**src/rtl/gpiop_pkg.sv**
```systemverilog
`timescale 1ns/1ps
package gpiop_pkg;

    // log2 of the number of words in one pin window
    localparam int WIN_W = 3;

    localparam logic [WIN_W-1:0] RG_CFG  = 3'd0;
    localparam logic [WIN_W-1:0] RG_DEB  = 3'd1;
    localparam logic [WIN_W-1:0] RG_INP  = 3'd2;
    localparam logic [WIN_W-1:0] RG_OCTL = 3'd3;
    localparam logic [WIN_W-1:0] RG_OVAL = 3'd4;
    localparam logic [WIN_W-1:0] RG_CLR  = 3'd5;

    localparam int CF_EN   = 0;
    localparam int CF_DIR  = 1;
    localparam int CF_TRIG = 2;
    localparam int CF_POL  = 4;
    localparam int CF_IE   = 6;

    typedef enum logic [1:0] {
        TRIG_OFF   = 2'd0,
        TRIG_LEVEL = 2'd1,
        TRIG_EDGE  = 2'd2,
        TRIG_BOTH  = 2'd3
    } trig_e;

    typedef struct packed {
        logic  ie;
        logic  pol;
        trig_e trig;
        logic  dir;
        logic  en;
    } pin_cfg_t;

endpackage

```
**src/rtl/gpiop_debounce.sv**
```systemverilog
`timescale 1ns/1ps
module gpiop_debounce #(
    parameter int THR_W = 8
) (
    input  logic             clk,
    input  logic             rst,
    input  logic             raw,
    input  logic [THR_W-1:0] thr,
    output logic             level
);
    typedef enum logic {
        DB_STEADY,
        DB_QUALIFY
    } db_state_e;

    db_state_e        state_q, state_d;
    logic             held_q, held_d;
    logic [THR_W-1:0] run_q, run_d;
    logic             bypass;
    logic             differs;
    logic             reached;

    assign bypass  = (thr == '0);
    assign differs = (raw != held_q);
    assign reached = ({1'b0, run_q} + 1'b1) == {1'b0, thr};

    // state register
    always_ff @(posedge clk) begin
        if (rst) begin
            state_q <= DB_STEADY;
            held_q  <= 1'b0;
            run_q   <= '0;
        end else begin
            state_q <= state_d;
            held_q  <= held_d;
            run_q   <= run_d;
        end
    end

    // next state and counter
    always_comb begin
        state_d = state_q;
        held_d  = held_q;
        run_d   = run_q;
        if (bypass) begin
            state_d = DB_STEADY;
            held_d  = raw;
            run_d   = '0;
        end else begin
            unique case (state_q)
                DB_STEADY: begin
                    if (differs) begin
                        if (reached) begin
                            held_d = raw;
                        end else begin
                            state_d = DB_QUALIFY;
                            run_d   = run_q + 1'b1;
                        end
                    end
                end
                DB_QUALIFY: begin
                    if (!differs) begin
                        state_d = DB_STEADY;
                        run_d   = '0;
                    end else if (reached) begin
                        state_d = DB_STEADY;
                        held_d  = raw;
                        run_d   = '0;
                    end else begin
                        run_d = run_q + 1'b1;
                    end
                end
                default: begin
                    state_d = DB_STEADY;
                    run_d   = '0;
                end
            endcase
        end
    end

    // output
    always_comb begin
        level = bypass ? raw : held_q;
    end

endmodule

```
**src/rtl/gpiop_trigger.sv**
```systemverilog
`timescale 1ns/1ps
module gpiop_trigger
    import gpiop_pkg::*;
(
    input  logic  clk,
    input  logic  rst,
    input  logic  level,
    input  logic  en,
    input  trig_e trig,
    input  logic  pol,
    input  logic  clr,
    output logic  pend,
    output logic  hit
);
    typedef enum logic {
        PD_IDLE,
        PD_PENDING
    } pd_state_e;

    pd_state_e state_q, state_d;
    logic      level_q;
    logic      rise;
    logic      fall;
    logic      cond;

    assign rise = level & ~level_q;
    assign fall = ~level & level_q;

    always_comb begin
        unique case (trig)
            TRIG_OFF:   cond = 1'b0;
            TRIG_LEVEL: cond = (level == pol);
            TRIG_EDGE:  cond = pol ? rise : fall;
            TRIG_BOTH:  cond = rise | fall;
            default:    cond = 1'b0;
        endcase
        hit = en & cond;
    end

    // state register
    always_ff @(posedge clk) begin
        if (rst) begin
            state_q <= PD_IDLE;
            level_q <= 1'b0;
        end else begin
            state_q <= state_d;
            level_q <= level;
        end
    end

    // next state: a hit has priority over a clear
    always_comb begin
        state_d = state_q;
        unique case (state_q)
            PD_IDLE:    if (hit) state_d = PD_PENDING;
            PD_PENDING: if (clr && !hit) state_d = PD_IDLE;
            default:    state_d = PD_IDLE;
        endcase
    end

    // output
    always_comb begin
        pend = (state_q == PD_PENDING);
    end

endmodule

```
**src/rtl/gpiop_pin.sv**
```systemverilog
`timescale 1ns/1ps
module gpiop_pin
    import gpiop_pkg::*;
#(
    parameter int DATA_W = 32,
    parameter int THR_W  = 8
) (
    input  logic              clk,
    input  logic              rst,
    input  logic              sel_wr,
    input  logic [WIN_W-1:0]  reg_sel,
    input  logic [DATA_W-1:0] wdata,
    output logic [DATA_W-1:0] rdata,
    input  logic              pin_in,
    output logic              pin_out,
    output logic              pin_oe,
    output logic              en,
    output logic              ie,
    output logic              pend,
    output logic              hit,
    output logic              clr
);
    pin_cfg_t         cfg_q;
    logic [THR_W-1:0] thr_q;
    logic             flt_q;
    logic             oval_q;
    logic             sync1_q;
    logic             sync2_q;
    logic             level;
    logic             unused_wdata;

    assign unused_wdata = ^wdata;

    always_ff @(posedge clk) begin
        if (rst) begin
            cfg_q  <= '0;
            thr_q  <= '0;
            flt_q  <= 1'b0;
            oval_q <= 1'b0;
        end else if (sel_wr) begin
            unique case (reg_sel)
                RG_CFG: begin
                    cfg_q.en   <= wdata[CF_EN];
                    cfg_q.dir  <= wdata[CF_DIR];
                    cfg_q.trig <= trig_e'(wdata[CF_TRIG +: 2]);
                    cfg_q.pol  <= wdata[CF_POL];
                    cfg_q.ie   <= wdata[CF_IE];
                end
                RG_DEB:  thr_q  <= wdata[THR_W-1:0];
                RG_OCTL: flt_q  <= wdata[0];
                RG_OVAL: oval_q <= wdata[0];
                default: ;
            endcase
        end
    end

    always_ff @(posedge clk) begin
        if (rst) begin
            sync1_q <= 1'b0;
            sync2_q <= 1'b0;
        end else begin
            sync1_q <= pin_in;
            sync2_q <= sync1_q;
        end
    end

    gpiop_debounce #(.THR_W(THR_W)) u_debounce (
        .clk   (clk),
        .rst   (rst),
        .raw   (sync2_q),
        .thr   (thr_q),
        .level (level)
    );

    assign clr = sel_wr && (reg_sel == RG_CLR) && wdata[0];

    gpiop_trigger u_trigger (
        .clk   (clk),
        .rst   (rst),
        .level (level),
        .en    (cfg_q.en),
        .trig  (cfg_q.trig),
        .pol   (cfg_q.pol),
        .clr   (clr),
        .pend  (pend),
        .hit   (hit)
    );

    assign en      = cfg_q.en;
    assign ie      = cfg_q.ie;
    assign pin_oe  = cfg_q.en & cfg_q.dir & ~flt_q;
    assign pin_out = pin_oe & oval_q;

    always_comb begin
        rdata = '0;
        unique case (reg_sel)
            RG_CFG: begin
                rdata[CF_EN]         = cfg_q.en;
                rdata[CF_DIR]        = cfg_q.dir;
                rdata[CF_TRIG +: 2]  = cfg_q.trig;
                rdata[CF_POL]        = cfg_q.pol;
                rdata[CF_IE]         = cfg_q.ie;
            end
            RG_DEB:  rdata[THR_W-1:0] = thr_q;
            RG_INP:  rdata[0] = level;
            RG_OCTL: rdata[0] = flt_q;
            RG_OVAL: rdata[0] = oval_q;
            default: rdata = '0;
        endcase
    end

endmodule

```
**src/rtl/gpiop_port.sv**
```systemverilog
`timescale 1ns/1ps
module gpiop_port
    import gpiop_pkg::*;
#(
    parameter int NPINS  = 8,
    parameter int DATA_W = 32,
    parameter int ADDR_W = 7,
    parameter int THR_W  = 8
) (
    input  logic              clk,
    input  logic              rst,
    input  logic [ADDR_W-1:0] bus_addr,
    input  logic              bus_wr,
    input  logic [DATA_W-1:0] bus_wdata,
    output logic [DATA_W-1:0] bus_rdata,
    input  logic [NPINS-1:0]  pin_in,
    output logic [NPINS-1:0]  pin_out,
    output logic [NPINS-1:0]  pin_oe,
    output logic              irq
);
    localparam int PIN_W = ADDR_W - 1 - WIN_W;
    localparam int SLOTS = 1 << PIN_W;

    logic              status_sel;
    logic [PIN_W-1:0]  pin_idx;
    logic [WIN_W-1:0]  reg_idx;
    logic [DATA_W-1:0] rdata_arr [SLOTS];
    logic [NPINS-1:0]  pend_vec;
    logic [NPINS-1:0]  hit_vec;
    logic [NPINS-1:0]  clr_vec;
    logic [NPINS-1:0]  en_vec;
    logic [NPINS-1:0]  ie_vec;
    logic [DATA_W-1:0] status_word;

    assign status_sel = bus_addr[ADDR_W-1];
    assign pin_idx    = bus_addr[WIN_W +: PIN_W];
    assign reg_idx    = bus_addr[WIN_W-1:0];

    for (genvar g = 0; g < SLOTS; g++) begin : g_slot
        if (g < NPINS) begin : g_pin
            logic sel_wr;
            assign sel_wr = bus_wr && !status_sel && (pin_idx == PIN_W'(g));
            gpiop_pin #(.DATA_W(DATA_W), .THR_W(THR_W)) u_pin (
                .clk     (clk),
                .rst     (rst),
                .sel_wr  (sel_wr),
                .reg_sel (reg_idx),
                .wdata   (bus_wdata),
                .rdata   (rdata_arr[g]),
                .pin_in  (pin_in[g]),
                .pin_out (pin_out[g]),
                .pin_oe  (pin_oe[g]),
                .en      (en_vec[g]),
                .ie      (ie_vec[g]),
                .pend    (pend_vec[g]),
                .hit     (hit_vec[g]),
                .clr     (clr_vec[g])
            );
        end else begin : g_empty
            assign rdata_arr[g] = '0;
        end
    end

    assign status_word = {{(DATA_W-NPINS){1'b0}}, pend_vec};
    assign bus_rdata   = status_sel ? status_word : rdata_arr[pin_idx];
    assign irq         = |(pend_vec & ie_vec);

endmodule

```
**config.mk**
```make
export PLATFORM = sky130hd
export DESIGN_NAME = gpiop_port
export DESIGN_NICKNAME = d
export VERILOG_FILES = /design/src/rtl/gpiop_pkg.sv /design/src/rtl/gpiop_debounce.sv /design/src/rtl/gpiop_trigger.sv /design/src/rtl/gpiop_pin.sv /design/src/rtl/gpiop_port.sv
export SDC_FILE = /design/constraint.sdc
export NUM_CORES = 1
export LEC_CHECK = 0
export ABC_AREA = 1
export BUFFER_PORTS_ARGS = -buffer_cell sky130_fd_sc_hd__buf_2
export CAP_MARGIN = 20
export CORE_MARGIN = 5
export CORE_UTILIZATION = 51
export CTS_BUF_LIST = sky130_fd_sc_hd__clkbuf_8 sky130_fd_sc_hd__clkbuf_16
export DETAILED_ROUTE_END_ITERATION = 8
export PLACE_DENSITY = 0.68
export REMOVE_ABC_BUFFERS = 1
export SETUP_SLACK_MARGIN = 0.02
export SLEW_MARGIN = 20
export SYNTH_ARGS = -nofsm -noshare
export SYNTH_HDL_FRONTEND = slang
export SYNTH_HIERARCHICAL = 1
export SYNTH_SLANG_ARGS = --single-unit
```
**constraint.sdc**
```tcl
create_clock -name clk -period 2.1 [get_ports clk]
set_clock_uncertainty 0.1 [all_clocks]
set_input_delay 0.315 -clock clk [delete_from_list [all_inputs] [get_ports clk]]
set_output_delay 0.315 -clock clk [all_outputs]
set_load 0.005 [all_outputs]
```
After elaboration in Yosys (flattened, before gate mapping)
Index checks and enable logic that the tools add are counted.
Word-level totals
  register bits: 240
  input port bits: 50
  output and inout port bits: 49
  word-level logic and storage cells: 624
Operators by class
  add/sub/neg operators: 16
  $lt $le $gt $ge: 1
  equal/unequal tests: 76
  mux-type cells: 164
  bitwise logic cells: 106
  reduce and logical (&&, ||, !) cells: 141
Operators with widths (number)
  2-to-1 mux 8 bit: 32
  case mux 8 bit (2 select lines): 8
  binary-select mux 32 bit (select 3 bit): 1
  2-to-1 mux 32 bit: 3
  AND reduction 2 bit: 48
  2-to-1 mux 1 bit: 80
  adder 8 x 1 -> 9 bit (second input constant): 8
  equality test 9 x 8 -> 1 bit: 8
  adder 8 x 1 -> 8 bit (second input constant): 8
  zero test 8 bit: 8
  case mux 4 bit (2 select lines): 8
  bitwise AND 1 bit: 48
  inverter 1 bit: 48
  case mux 1 bit (5 select lines): 8
  logical AND 1 bit: 33
  equality test 2 bit (second input constant): 16
  inequality test 2 bit (second input constant): 16
  case mux 1 bit (2 select lines): 16
  case mux 1 bit (4 select lines): 8
  nonzero test 2 bit: 16
  OR reduction 3 bit: 8
  equality test 3 bit (second input constant): 6
  equality test 2 x 1 -> 1 bit (second input constant): 8
  zero test 2 bit: 8
  other kinds (12): 53

Depth between registers and ports, before layout
  word-level depth: 11
  depth in mapped cells: 16
  depth with buffers taken out: 16

Hierarchy
Netlist, hierarchy kept.
Modules (own cells, without submodules)
  gpiop_pin: instances 8, cells an instance 173, area an instance 1123.6 um^2, seq. area each 360.3 um^2
  gpiop_debounce: instances 8, cells an instance 132, area an instance 818.3 um^2, seq. area each 200.2 um^2
  gpiop_port: instances 1, cells an instance 617, area an instance 2489.9 um^2, seq. area each 0.0 um^2
  gpiop_trigger: instances 8, cells an instance 24, area an instance 160.2 um^2, seq. area each 40.0 um^2

Worst setup path before layout
No wires, ideal clock.
  kind: input port to flip-flop
  start point: input bus_addr[4]
  end point: register g_slot[2].g_pin.u_pin.u_trigger.state_q
  setup time: 0.113 ns
  arrival time: 1.725 ns
  data required time: 1.887 ns
  slack: 0.162 ns
  stages: 12
  path buffers: 3
  cells stage by stage: buf_4 inv_2 nor2_2 buf_2 inv_1 nor2_1 buf_2 nand3_1 nor2_1 inv_1 nand2_1 a21oi_2
Between the ends
  longest elaborated chain between the ends: 7
Ends and longest elaborated chain
  from (decl): line gpiop_port.sv:12  | input logic [ADDR_W-1:0] bus_addr,
  equality test 3 x 2 -> 1 bit: line gpiop_port.sv:42  | assign sel_wr = bus_wr && !status_sel && (pin_idx == PIN_W'(g));
  logical AND 1 bit: line gpiop_port.sv:42
  named net g_slot[2].g_pin.sel_wr: line gpiop_port.sv:41  | logic sel_wr;
  logical AND 1 bit (2 in a row): line gpiop_pin.sv:75  | assign clr = sel_wr && (reg_sel == RG_CLR) && wdata[0];
  named net clr_vec[2]: line gpiop_port.sv:30  | logic [NPINS-1:0] clr_vec;
  logical AND 1 bit: line gpiop_trigger.sv:56  | PD_PENDING: if (clr && !hit) state_d = PD_IDLE;
  2-to-1 mux 1 bit: line gpiop_trigger.sv:56
  case mux 1 bit (2 select lines): line gpiop_trigger.sv:54  | unique case (state_q)
  to (signal assigned): line gpiop_trigger.sv:46  | state_q <= state_d;
  to (decl): line gpiop_trigger.sv:20  | pd_state_e state_q, state_d;
The timed path passes the listed nets, and every way through them passes these cells.
A chain may end at the register's enable or synchronous reset.

==> metrics <==
CP Capture Type=output pin; Slew Limit Fails=0; WL met3=~3000 um; Fill cells=approximately 3.6k; total area of sequential cells=about 4900 um^2; DR top layer=met5; min-delay worst type=in2reg; worst-skew pair later-pin latency=roughly 0.57 ns; met2 routed wirelength=approximately 26000 um; antenna cells=0; Endpoint, Worst Hold=g_slot[0].g_pin.u_pin/sync1_q; total wire length=about 56000 um; Pleak=between 10 and 15 nW; Routed Antenna Nets=0; ratio of cells with drive above 1 in the final layout=0.241; origin of the critical flop-to-flop path=g_slot[7].g_pin.u_pin/thr_q[7]; Total GRT Usage=0.259; DR vias/cell=about 5; final hold slack=0.118 ns; Startpoint Class=flop; critical path fanouts, max=3; CTS max path bufs=3; Post-Synthesis Cells=3241; first-pass GRT wire length=between 90000 and 100000 um; Slew HR=0.392; wire per inst=between 10 and 15 um; CTS Buf Count=29; worst r2r path cells=20; initial antenna violation count=1; Post-Layout Cell Count=4109; Starting Density=0.514; cell area power density=between 400 and 500 nW/um^2; vias in the first global route=around 19k; core area=roughly 37000 um^2; failing checks=setup timing; hold path cells=2; RSZ-0062 raised after global routing=yes; Placed Cells=~4.0k; Hold Fails Final Rpt=0; Yosys warning count=6; gr ovfl total=0; dpl hpwl=between 30000 and 40000 um; Reg2Reg Setup Slack=-0.45 ns; Clock Sinks=240; routability cong.=0.960; HP Start=rst; syn avg cell area=just under 6 um^2; final setup violation count=9; crit path DAT=2.38 ns; met1 wire length=between 20000 and 25000 um; Final Critical Period=approximately 2.8 ns; Peak Freq=roughly 0.36 GHz; Peak supply drop=~0.58 mV; r2r endpoint=g_slot[7].g_pin.u_pin/u_debounce/held_q; pin count of the biggest net entering global routing=42; # rows=between 70 and 80; nets=3651; Max H-tree Level=1; area delta synth->final=21.5%; mapped cell area=19300 um^2; CTS tree=yes; max_cap viols=0; Vias=20.3k; Die Y=approximately 200 um; num ports=99; CTS root buf=clkbuf_16; area of the multi-input gates=around 12000 um^2; Overall Power=approximately 0.011 W; drt initial violations=~1.4k; clock slew at reported path FFs=approximately 0.060 ns; Crit Path Class=reg2out; Critical Path RT=~1.7 ns; Residual DRC=0; TritonRoute pass-1 iters=6; Worst-Margin Slew=~0.91 ns; PortBufs=74; final setup margin=-0.696 ns; status=finished, violations left; Die ar.=between 40000 and 50000 um^2; Final Cycle Share=1.33; Die X=~200 um; finished layout cell area=around 23000 um^2; placed cell area=about 21000 um^2
-- sequential cells by signal, summed over array words and instances (netlist names) --
signal                                 cells
g_slot.g_pin.u_pin/thr_q                  64
g_slot.g_pin.u_pin/u_debounce/run_q       64
g_slot.g_pin.u_pin/cfg_q                  32
g_slot.g_pin.u_pin/en                      8
g_slot.g_pin.u_pin/flt_q                   8
g_slot.g_pin.u_pin/ie                      8
g_slot.g_pin.u_pin/oval_q                  8
g_slot.g_pin.u_pin/sync1_q                 8
g_slot.g_pin.u_pin/sync2_q                 8
g_slot.g_pin.u_pin/u_debounce/held_q       8
g_slot.g_pin.u_pin/u_debounce/state_q      8
g_slot.g_pin.u_pin/u_trigger/level_q       8
g_slot.g_pin.u_pin/u_trigger/pend          8
-- per-stage QoR --
step	setup TNS (ns)	worst slack [ns]	util
detailed placement	-1.35	-0.250	0.563
global placement	-1.28	-0.216	0.563
floorplan	-57.88	-0.906	-
finish	-1.97	-0.696	0.625
global route	-3.01	-0.855	0.625
CTS	-6.86	-0.660	0.615
-- critical path: stages (launching register included) --
cell and delay (ns):
dfxtp_2 0.33, nor2_2 0.13, nand3_2 0.11, nor2_4 0.14, inv_2 0.05, nand2_1 0.05
nand2_1 0.06, inv_1 0.05, nand2_1 0.05, nand3_1 0.08, nand4_1 0.12, nand2_1 0.09
nand2_1 0.07, nand2_1 0.07, nand3_2 0.10, nand3_2 0.11, nand2_4 0.07, buf_6 0.12
-- worst max-delay path by stage --
stage,slack (ns),cells after the start,endpoint,from
finish,-0.70,17,bus_rdata[0],g_slot[2].g_pin.u_pin/thr_q[0]
global route,-0.85,17,bus_rdata[0],g_slot[5].g_pin.u_pin/thr_q[0]
CTS,-0.66,17,bus_rdata[0],g_slot[7].g_pin.u_pin/thr_q[4]
detailed placement,-0.25,13,bus_rdata[3],bus_addr[2]
global placement,-0.22,13,bus_rdata[3],bus_addr[2]
floorplan,-0.91,7,g_slot[1].g_pin.u_pin/cfg_q[1],bus_addr[3]
-- where the power goes --
group | internal, W | total [W] | switching (W)
logic | 0.000515 | 0.00148 | 0.000962
registers | 0.00459 | 0.00461 | 0.0000249
clock network | 0.00326 | 0.00532 | 0.00206
-- what timing repair did --
item | 4_1_cts | 5_1_grt
pin swaps | 65 | 72
gates resized for setup | 172 | 148
hold buffers | 8 | 0
hold endpoints to repair | 8 | 0
gates cloned | 0 | 1
endpoints found under the setup margin | 14 | 60
buffers inserted | 59 | 14
-- cell usage in the layout, fill, tap and decap left out, types with 29 or more instances in the layout --
cell / count
inv_2: 74
nand4_1: 129
clkbuf_16: 29
conb_1: 192
dfxtp_1: 184
buf_2: 68
nand3_1: 294
buf_6: 39
o21ai_1: 37
nand2_2: 81
nand3_2: 43
nand2_1: 990
a21oi_1: 56
dfxtp_2: 54
nor2_4: 54
nor2_1: 373
buf_4: 262
nor2_2: 42
inv_1: 370
-- layout make-up --
class                      count  area share
sequential                   240       0.208
tap                          511      0.0273
timing repair buffer         385       0.128
clock buffer                  37      0.0357
multi-input combinational   2479       0.522
inverter                     442      0.0712
clock inverter                15     0.00748
-- layer usage --
metal  vias to the layer above  track usage
li1                      10400            -
met1                      9218        0.329
met2                       536        0.452
met3                       147       0.0349
met4                         2       0.0888
met5                         -            0
(Power assumes the default switching activity.)
